## config.mk

```make
export PLATFORM = sky130hd
export DESIGN_NAME = iq_msb_packer
export DESIGN_NICKNAME = d
export VERILOG_FILES = /design/src/rtl/iq_msb_packer.sv
export SDC_FILE = /design/constraint.sdc
export NUM_CORES = 1
export LEC_CHECK = 0
export ABC_AREA = 1
export BUFFER_PORTS_ARGS = -buffer_cell sky130_fd_sc_hd__buf_4
export CELL_PAD_IN_SITES_DETAIL_PLACEMENT = 2
export CELL_PAD_IN_SITES_GLOBAL_PLACEMENT = 2
export CORE_MARGIN = 2
export CORE_UTILIZATION = 21
export DETAILED_ROUTE_END_ITERATION = 7
export PLACE_DENSITY = 0.86
export SYNTH_ARGS = -nofsm -noshare
export SYNTH_HDL_FRONTEND = slang
export SYNTH_SLANG_ARGS = --single-unit
```

## constraint.sdc

```tcl
create_clock -name clk -period 1.15 [get_ports clk]
set_clock_uncertainty 0.15 [all_clocks]
set_input_delay 0.1725 -clock clk [delete_from_list [all_inputs] [get_ports clk]]
set_output_delay 0.1725 -clock clk [all_outputs]
set_load 0.02 [all_outputs]
```

## src/rtl/iq_msb_packer.sv

```systemverilog
module iq_msb_packer #(
  parameter int COMP_W = 16,
  parameter int KEEP_W = 4,
  parameter int LANES  = 4
) (
  input  logic                          clk,
  input  logic                          rst,
  input  logic                          clr,
  input  logic                          in_vld,
  input  logic [2*COMP_W-1:0]           in_smp,
  output logic                          out_vld,
  output logic [LANES*2*KEEP_W-1:0]     out_word
);
  localparam int BYTE_W = 2 * KEEP_W;
  localparam int WORD_W = LANES * BYTE_W;
  localparam int SMP_W  = 2 * COMP_W;
  localparam int CNT_W  = (LANES > 1) ? $clog2(LANES) : 1;
  localparam logic [CNT_W-1:0] LAST = CNT_W'(LANES - 1);

  logic [CNT_W-1:0]  cnt;
  logic [WORD_W-1:0] acc;
  logic [BYTE_W-1:0] nib;

  assign nib = {in_smp[SMP_W-1 -: KEEP_W], in_smp[COMP_W-1 -: KEEP_W]};

  always_ff @(posedge clk) begin
    if (rst || clr) begin
      cnt <= '0;
      acc <= '0;
    end else if (in_vld) begin
      cnt <= (cnt == LAST) ? '0 : cnt + 1'b1;
      acc <= {nib, acc[WORD_W-1:BYTE_W]};
    end
  end

  assign out_vld  = (cnt == LAST);
  assign out_word = out_vld ? acc : '0;

  assert_clear_idle_R8: assert property (@(posedge clk) disable iff (rst)
    clr |=> (!out_vld && out_word == '0));

  assert_hold_idle_R7: assert property (@(posedge clk) disable iff (rst)
    (!in_vld && !clr) |=> ($stable(out_vld) && $stable(out_word)));

  assert_rise_needs_sample_R4: assert property (@(posedge clk) disable iff (rst)
    $rose(out_vld) |-> $past(in_vld));

  assert_drop_after_word_R4: assert property (@(posedge clk) disable iff (rst)
    (out_vld && in_vld && !clr) |=> !out_vld);

  assert_new_byte_top_R6: assert property (@(posedge clk) disable iff (rst)
    (in_vld && !clr) |=> acc[WORD_W-1 -: BYTE_W] ==
      {$past(in_smp[SMP_W-1 -: KEEP_W]), $past(in_smp[COMP_W-1 -: KEEP_W])});

  assert_shift_down_R3: assert property (@(posedge clk) disable iff (rst)
    (in_vld && !clr) |=> acc[WORD_W-BYTE_W-1:0] == $past(acc[WORD_W-1:BYTE_W]));
endmodule

```

### Yosys cells after proc, flatten, opt, wreduce, memory -nomap -nowiden

Cells that the tools add are included.

* $add $sub $neg: 1
* equality and inequality tests: 1
* multiplexer cells: 2
* reductions and logical operators: 1

Operator list (count)
* 2-to-1 mux 32 bit: 1
* adder 2 x 1 -> 2 bit, second input constant: 1
* == test 2 bit, second input constant: 1
* 2-to-1 mux 2 bit: 1
* logical OR 1 bit: 1

* bits in registers: 34
* input port bits: 36
* output and inout bits: 33
* word-level logic and storage cells: 7

### Longest topological paths before layout

Gate-level depths: netlist of run 1.

* depth in word-level cells: 2
* mapped depth: 5
* depth with buffers taken out: 5

### Worst setup path after synthesis of run 1

Ideal clock, no wire load.

* path kind: reg-to-output
* from: register cnt[0]
* to: output port out_word[0]
* arrival time: 0.991 ns
* required time: 0.827 ns
* setup slack: -0.163 ns
* stages on the path, launching flop included: 6
* path buffers: 2
* cell sequence: dfxtp_1 -> ha_1 -> buf_2 -> buf_2 -> nand2_1 -> inv_1

* cells in the longest elaborated chain, start to end: 2

RTL lines
* start, declared: RTL line 20 `logic [CNT_W-1:0] cnt;`
* start signal, assigned: RTL line 31 `cnt <= (cnt == LAST) ? '0 : cnt + 1'b1;`
* == test 2 bit: RTL line 36 `assign out_vld = (cnt == LAST);`
* 2-to-1 mux 32 bit: RTL line 37 `assign out_word = out_vld ? acc : '0;`
* end, declared: RTL line 12 `output logic [LANES*2*KEEP_W-1:0] out_word`

No other way between the ends.

### Worst setup path in the final report of run 1

* from: register cnt[0]
* to: output port out_word[20]

Same word-level chain as after synthesis.

==> metrics.txt, run 1 <==
# TYPE chip_impl_metric gauge
chip_impl_metric{name="initial_utilization",unit=""} 0.219
chip_impl_metric{name="post-route-period-util",unit=""} 1.34
chip_impl_metric{name="cts_buffer_depth",unit=""} 2
chip_impl_metric{name="final_util",unit=""} 0.294
chip_impl_metric{name="grt_antenna_before_repair",unit=""} 0
chip_impl_metric{name="drive_gt1_frac",unit=""} 0.285
chip_impl_info{name="commonest_cells_after_routing_fill_and_taps_aside",value="sky130_fd_sc_hd__nand2_1, sky130_fd_sc_hd__nor2_1, sky130_fd_sc_hd__buf_4"} 1
chip_impl_metric{name="maximum_capacitance_violations",unit=""} 0
chip_impl_metric{name="drt.antenna.violating_nets",unit=""} 0
chip_impl_info{name="violations",value="setup timing"} 1
chip_impl_metric{name="final_hold_viol_count",unit=""} 0
chip_impl_metric{name="hpwlAfterDp",unit="um"} 3160
chip_impl_metric{name="ff2ff_path_depth",unit=""} 5
chip_impl_metric{name="cts_hold_buffers",unit=""} 0
chip_impl_info{name="crit_start",value="cnt[0]"} 1
chip_impl_metric{name="peakVddDrop",unit="uV"} 286
chip_impl_metric{name="yosys_warnings",unit=""} 0
chip_impl_metric{name="cp.arrival",unit="ns"} 1.22
chip_impl_metric{name="detail_route.vias_per_cell",unit=""} 3.81
chip_impl_metric{name="maximum_number_of_pins_on_one_net_before_global_route_repair",unit=""} 41
chip_impl_metric{name="final_routed_wirelength",unit="um"} 4400
chip_impl_metric{name="cts_made_buffers",unit=""} 5
chip_impl_metric{name="worstPathRequired",unit="ns"} 0.83
chip_impl_metric{name="syn-instance-count",unit=""} 286
chip_impl_info{name="outcome",value="complete, but fails checks"} 1
chip_impl_metric{name="fp.dieW",unit="um"} 94.0
chip_impl_info{name="layout_commonest_cell",value="sky130_fd_sc_hd__nand2_1"} 1
chip_impl_info{name="worstHoldEndpoint",value="acc[27]"} 1
chip_impl_info{name="setup.worst_path.end_class",value="output pin"} 1
chip_impl_metric{name="setup_violations",unit=""} 34
chip_impl_metric{name="final.fill_count",unit=""} 979
chip_impl_metric{name="global_route_wire_length_before_repair",unit="um"} 7610
chip_impl_metric{name="setup_slack",unit="ns"} -0.390
chip_impl_metric{name="pin_count",unit=""} 69
chip_impl_metric{name="critical_path_peak_fanout",unit=""} 25
chip_impl_metric{name="max-slew-margin-rel",unit=""} 0.886
chip_impl_metric{name="drt_iter0_markers",unit=""} 31
chip_impl_metric{name="portBuffers",unit=""} 44
chip_impl_metric{name="std_cell_rows",unit=""} 32
chip_impl_info{name="clock-root-buffer",value="sky130_fd_sc_hd__clkbuf_8"} 1
chip_impl_info{name="reg2reg_to",value="cnt[0]"} 1
chip_impl_metric{name="n_antenna_cell",unit=""} 0
chip_impl_metric{name="drt_pass1_iterations",unit=""} 2
chip_impl_metric{name="ys_ff_latch",unit=""} 34
chip_impl_metric{name="syn_area",unit="um2"} 1700
chip_impl_metric{name="htree_num_levels",unit=""} 2
chip_impl_metric{name="die_h",unit="um"} 94.0
chip_impl_info{name="tritoncts_clock_tree",value="built"} 1
chip_impl_metric{name="clk_pin_slew",unit="ns"} 0.07
chip_impl_metric{name="worst-r2r-setup-slack",unit="ns"} -0.01
chip_impl_metric{name="synthesis.nets",unit=""} 324
chip_impl_info{name="cp-start-kind",value="flip-flop"} 1
chip_impl_metric{name="post-route-drc-count",unit=""} 0
chip_impl_metric{name="clock_sink_count",unit=""} 34
chip_impl_info{name="min-delay-path-class",value="in -> reg"} 1
chip_impl_metric{name="via_count",unit=""} 1645
chip_impl_metric{name="grt_remaining_overflow",unit=""} 0
chip_impl_metric{name="full_die_area",unit="um2"} 8830
chip_impl_metric{name="design.final.nets",unit=""} 367
chip_impl_metric{name="area_growth_syn_to_layout",unit="%"} 34.4
chip_impl_info{name="grt_setup_unrepaired",value="yes"} 1
chip_impl_metric{name="highest_clock_rate",unit="GHz"} 0.649
chip_impl_metric{name="syn-mean-instance-area",unit="um2"} 5.95
chip_impl_metric{name="timing.final.crit_period",unit="ns"} 1.54
chip_impl_info{name="timing.hold.worst.start",value="in_smp[15]"} 1
chip_impl_metric{name="setup-tns-final",unit="ns"} -12.10
chip_impl_info{name="crit-reg2reg-launch",value="cnt[0]"} 1
chip_impl_metric{name="clkLatencyLatePin",unit="ns"} 0.28
chip_impl_metric{name="cellPowerDensity",unit="nW/um2"} 1070
chip_impl_metric{name="static-leakage-power",unit="nW"} 1.26
chip_impl_metric{name="grt_pass1_vias",unit=""} 1655
chip_impl_metric{name="core_area",unit="um2"} 7770
chip_impl_metric{name="synth-seq-area-share",unit=""} 0.400
chip_impl_metric{name="track_usage",unit=""} 0.108
chip_impl_metric{name="globalplace.congestion",unit=""} 0.704
chip_impl_info{name="worst-setup-path-type",value="reg -> out"} 1
chip_impl_metric{name="synth.lib_cells_used.distinct",unit=""} 10
chip_impl_metric{name="detail_route.wl_per_cell",unit="um"} 10.2
chip_impl_metric{name="timing_worst_slew_pin_value",unit="ns"} 0.171
chip_impl_metric{name="finalMaxSlewViolations",unit=""} 0
chip_impl_metric{name="worstHoldPathCells",unit=""} 5
==> metal layers <==
| metal | vias up | wire [um] | GRT usage | share of wire |
|---|---|---|---|---|
| met1 | 740 | 2070 | 0.133 | 0.47 |
| met3 | 6 | 170 | 0.0241 | 0.039 |
| met4 | 0 | 69 | 0.0362 | 0.016 |
| li1 | 867 | - | - | - |
| met5 | - | 0 | 0 | 0 |
| met2 | 32 | 2090 | 0.186 | 0.48 |
==> metrics by stage <==
stage	hold slack [ns]	total power, W	setup WS [ns]	std cells	instance area, um2
4_1_cts	0.0316	0.00249	-0.413	432	2290
5_1_grt	0.0607	0.00259	-0.482	432	2290
3_5_place_dp	0.322	0.00155	-0.0978	424	2170
6_report	0.0332	0.00244	-0.390	432	2290
3_3_place_gp	0.309	0.00154	-0.0801	424	2170
2_1_floorplan	0.168	0.00146	-0.0142	286	1740
==> cells in the mapped netlist, drive strengths merged <==
cell     n  share of area
inv     66           0.15
ha       2          0.015
buf     15          0.061
a21oi    1         0.0029
nand2  100           0.22
dfxtp   34           0.40
nor2    68           0.15
==> worst max path at each step <==
stage,cells past startpoint,end
after floorplan,5,out_word[10]
after global placement,5,out_word[20]
after detailed placement,5,out_word[20]
after CTS,5,out_word[20]
after global routing,5,out_word[20]
final,5,out_word[20]
==> critical path, stage by stage, from the launching register on <==
cell and delay (ns):
sky130_fd_sc_hd__dfxtp_2 0.34, sky130_fd_sc_hd__ha_4 0.16, sky130_fd_sc_hd__buf_12 0.15, sky130_fd_sc_hd__nand2_1 0.10
sky130_fd_sc_hd__inv_2 0.03, sky130_fd_sc_hd__buf_4 0.14
==> registers in the layout (all words and copies together), names as in the netlist <==
signal	flops
acc	32
cnt	2
==> where the power goes <==
| group | internal, W | switching, W | total (W) | leakage, nW |
|---|---|---|---|---|
| registers | 0.00122 | 0.0000323 | 0.00125 | 0.278 |
| clock network | 0.000483 | 0.000434 | 0.000917 | 0.0482 |
| logic | 0.000116 | 0.000150 | 0.000266 | 0.931 |
==> cell type report <==
type	count	area (um2)	share of cell area
repair buffers	51	440	0.193
multi-input cells	171	696	0.304
flip-flops and latches	34	683	0.299
clock inverters	1	5.00	0.00219
well taps	102	128	0.0558
clock buffers	7	86.3	0.0378
inverters	66	248	0.108
==> cell families after synthesis <==
kind of cell,count (synthesis),share of synthesized area
AND/OR/NAND/NOR,168,0.375
buffers and inverters,81,0.207
flip-flops,34,0.400
adder cells (fa/ha/maj),2,0.0147
AO/OA/AOI/OAI,1,0.00294
==> what timing repair did <==
action / in CTS / in global routing
setup endpoints to repair: 34 / 34
buffers inserted: 0 / 0
gates resized for setup: 5 / 0
(Power assumes the default switching activity.)
==> run 2: changes to the inputs <==
- CORE_UTILIZATION: 21 -> 25
- PLACE_DENSITY: 0.86 -> not set
- PLACE_DENSITY_LB_ADDON: not set -> 0.1
- clock period: 1.15 -> 2 ns (I/O delays scaled with it)
==> run 2 against run 1 <==
  * The run now ends clean
  * Largest power group unchanged
  * Count of clock-buffer cells in the layout stayed put
  * Worst hold slack better by 0.11 ns
  * Critical path type unchanged
  * Core utilization is 2.5 points higher
  * Power is 45% lower
  * Global-route usage is 1.2 points higher
  * Critical path depth stayed put
  * Sequential share of layout area is 2.1 points higher
  * Sequential cell count stayed put
  * Critical endpoint is now out_word[18]
  * Design area is 6.8% lower
  * Via count is 0.18% higher
  * Combinational power is 50% lower
==> metrics.txt, run 2 (synthesis results as in run 1) <==
# TYPE chip_impl_metric gauge
chip_impl_metric{name="die_h",unit="um"} 86.5
chip_impl_metric{name="cp.arrival",unit="ns"} 1.37
chip_impl_metric{name="maximum_number_of_pins_on_one_net_before_global_route_repair",unit=""} 69
chip_impl_metric{name="design.final.nets",unit=""} 362
chip_impl_metric{name="global_route_wire_length_before_repair",unit="um"} 7250
chip_impl_metric{name="detail_route.vias_per_cell",unit=""} 4.08
chip_impl_metric{name="postCtsResizedCells",unit=""} 0
chip_impl_metric{name="timing.critical_path.slowest_cell_delay",unit="ns"} 0.38
chip_impl_metric{name="detailedPlace.worstSlack",unit="ns"} 0.465
chip_impl_metric{name="p_sw_frac",unit=""} 0.255
chip_impl_metric{name="grt_pass1_vias",unit=""} 1621
chip_impl_metric{name="clkLatencyLatePin",unit="ns"} 0.29
chip_impl_metric{name="timing_worst_slew_pin_value",unit="ns"} 0.681
chip_impl_info{name="worst-setup-path-type",value="reg -> out"} 1
chip_impl_metric{name="critical_path_peak_fanout",unit=""} 33
chip_impl_info{name="outcome",value="completed"} 1
chip_impl_metric{name="peakVddDrop",unit="uV"} 188
chip_impl_metric{name="portBuffers",unit=""} 44
chip_impl_metric{name="power_frac_seq",unit=""} 0.539
chip_impl_metric{name="max-slew-margin-rel",unit=""} 0.546
chip_impl_metric{name="htree_num_levels",unit=""} 2
chip_impl_metric{name="highest_clock_rate",unit="GHz"} 0.549
chip_impl_metric{name="finalMaxSlewViolations",unit=""} 0
chip_impl_metric{name="switching_power",unit="W"} 0.000340
chip_impl_metric{name="full_die_area",unit="um2"} 7480
chip_impl_info{name="grt_setup_unrepaired",value="no"} 1
chip_impl_info{name="setup.worst_path.end_class",value="output pin"} 1
chip_impl_metric{name="setup-tns-final",unit="ns"} 0
chip_impl_metric{name="power.clock.fraction",unit=""} 0.361
chip_impl_metric{name="static-leakage-power",unit="nW"} 1.29
chip_impl_metric{name="post-route-period-util",unit=""} 0.910
chip_impl_info{name="registers.top_by_ff_count",value="acc"} 1
chip_impl_info{name="tritoncts_clock_tree",value="built"} 1
chip_impl_metric{name="drt_pass1_iterations",unit=""} 2
chip_impl_info{name="worst_path_max_delay_cell",value="sky130_fd_sc_hd__dfxtp_1"} 1
chip_impl_info{name="path_cells",value="ha_1 -> buf_12 -> nand2_1 -> inv_1 -> buf_4"} 1
chip_impl_metric{name="track_usage",unit=""} 0.120
chip_impl_metric{name="area_growth_syn_to_layout",unit="%"} 25.3
chip_impl_metric{name="final_area",unit="um2"} 2130
chip_impl_metric{name="cts_buffer_depth",unit=""} 2
chip_impl_metric{name="worstPathRequired",unit="ns"} 1.55
chip_impl_metric{name="via_count",unit=""} 1648
chip_impl_metric{name="area.sequential",unit="um2"} 681
chip_impl_info{name="clock-root-buffer",value="sky130_fd_sc_hd__clkbuf_8"} 1
chip_impl_metric{name="core_area",unit="um2"} 6680
chip_impl_info{name="largestRegisters",value="acc: 32 flops, cnt: 2 flops"} 1
chip_impl_metric{name="maximum_capacitance_violations",unit=""} 0
chip_impl_metric{name="drt.antenna.violating_nets",unit=""} 0
chip_impl_metric{name="final_hold_viol_count",unit=""} 0
chip_impl_metric{name="timing.final.crit_period",unit="ns"} 1.82
chip_impl_metric{name="final.fill_count",unit=""} 849
chip_impl_metric{name="setup_slack",unit="ns"} 0.180
chip_impl_metric{name="globalplace.congestion",unit=""} 0.672
chip_impl_info{name="layout_commonest_cell",value="sky130_fd_sc_hd__nand2_1"} 1
chip_impl_metric{name="clock_sink_count",unit=""} 34
chip_impl_metric{name="initial_utilization",unit=""} 0.254
chip_impl_info{name="min-delay-path-class",value="in -> reg"} 1
chip_impl_metric{name="share_comb_of_total_power",unit=""} 0.099
chip_impl_info{name="cp-start-kind",value="flip-flop"} 1
chip_impl_metric{name="detail_route.wl_per_cell",unit="um"} 10.3
chip_impl_metric{name="clk_pin_slew",unit="ns"} 0.07
chip_impl_metric{name="cellPowerDensity",unit="nW/um2"} 627
chip_impl_metric{name="max_ffs_per_register",unit=""} 32
chip_impl_metric{name="cts_made_buffers",unit=""} 5
chip_impl_metric{name="cts_hold_buffers",unit=""} 0
chip_impl_metric{name="total_area_of_multi_input_combinational_cells",unit="um2"} 668
chip_impl_metric{name="grt_remaining_overflow",unit=""} 0
chip_impl_metric{name="n_antenna_cell",unit=""} 0
chip_impl_metric{name="final_routed_wirelength",unit="um"} 4160
chip_impl_metric{name="placed_cell_area",unit="um2"} 2050
chip_impl_metric{name="post_cts.repair.setup_buffers",unit=""} 0
chip_impl_metric{name="setup_violations",unit=""} 0
chip_impl_metric{name="post-route-drc-count",unit=""} 0
chip_impl_metric{name="std_cell_rows",unit=""} 30
chip_impl_metric{name="pin_count",unit=""} 69
chip_impl_metric{name="hpwlAfterDp",unit="um"} 2700
chip_impl_info{name="commonest_cells_after_routing_fill_and_taps_aside",value="sky130_fd_sc_hd__nand2_1, sky130_fd_sc_hd__nor2_1, sky130_fd_sc_hd__inv_1"} 1
chip_impl_metric{name="fp.dieW",unit="um"} 86.5
chip_impl_metric{name="drive_gt1_frac",unit=""} 0.160
chip_impl_metric{name="grt_antenna_before_repair",unit=""} 0
chip_impl_metric{name="drt_iter0_markers",unit=""} 50
chip_impl_metric{name="internal_power",unit="W"} 0.000995
## run 2: cell types whose count changed in the layout (fill, tap and decap cells not counted), sizes merged
cell	previous run	this run
clkinv	1	0
buf	51	46
## run 2: path summary, 6_finish.rpt
path,slack [ns],cells past startpoint,end,startpoint
setup reg to reg,0.72,5,cnt[0],cnt[0]
hold / removal,0.14,5,acc[31],in_smp[31]
hold reg to reg,0.33,2,acc[3],acc[3]
setup / recovery,0.18,5,out_word[18],cnt[0]
## run 2: layout make-up
class                           count  share of cell area
Timing Repair Buffer               46               0.168
Tap cell                           80              0.0470
Sequential cell                    34               0.319
Inverter                           66               0.116
Clock buffer                        7              0.0358
Multi-Input combinational cell    171               0.314
## run 2: per-stage QoR
stage	util	cells	total power (W)	hold slack, ns
CTS	0.319	404	0.00137	0.144
detailed placement	0.307	397	0.000873	0.322
global route	0.319	404	0.00142	0.191
floorplan	-	286	0.000838	0.299
finish	0.319	404	0.00134	0.145
global placement	0.307	397	0.000868	0.310
## run 2: routing by layer
layer	wire [um]	track usage
met1	2000	0.153
met5	0	0
met2	1930	0.197
met3	148	0.0210
met4	76	0.0554
## run 2: worst max-delay path: cells and delay by family (launching register included)
family / cells / cell delay [ns]
DFF: 1 / 0.38
adders and majority gates: 1 / 0.21
buffers and inverters: 3 / 0.39
and+or+nand+nor: 1 / 0.09
## run 2: power groups by stage
stage | registers (W) | logic, W | clock network (W)
6_report | 0.000720 | 0.000132 | 0.000483
3_5_place_dp | 0.000736 | 0.000137 | 0
2_1_floorplan | 0.000731 | 0.000107 | 0
5_1_grt | 0.000724 | 0.000160 | 0.000537
3_3_place_gp | 0.000735 | 0.000133 | 0
4_1_cts | 0.000721 | 0.000138 | 0.000508
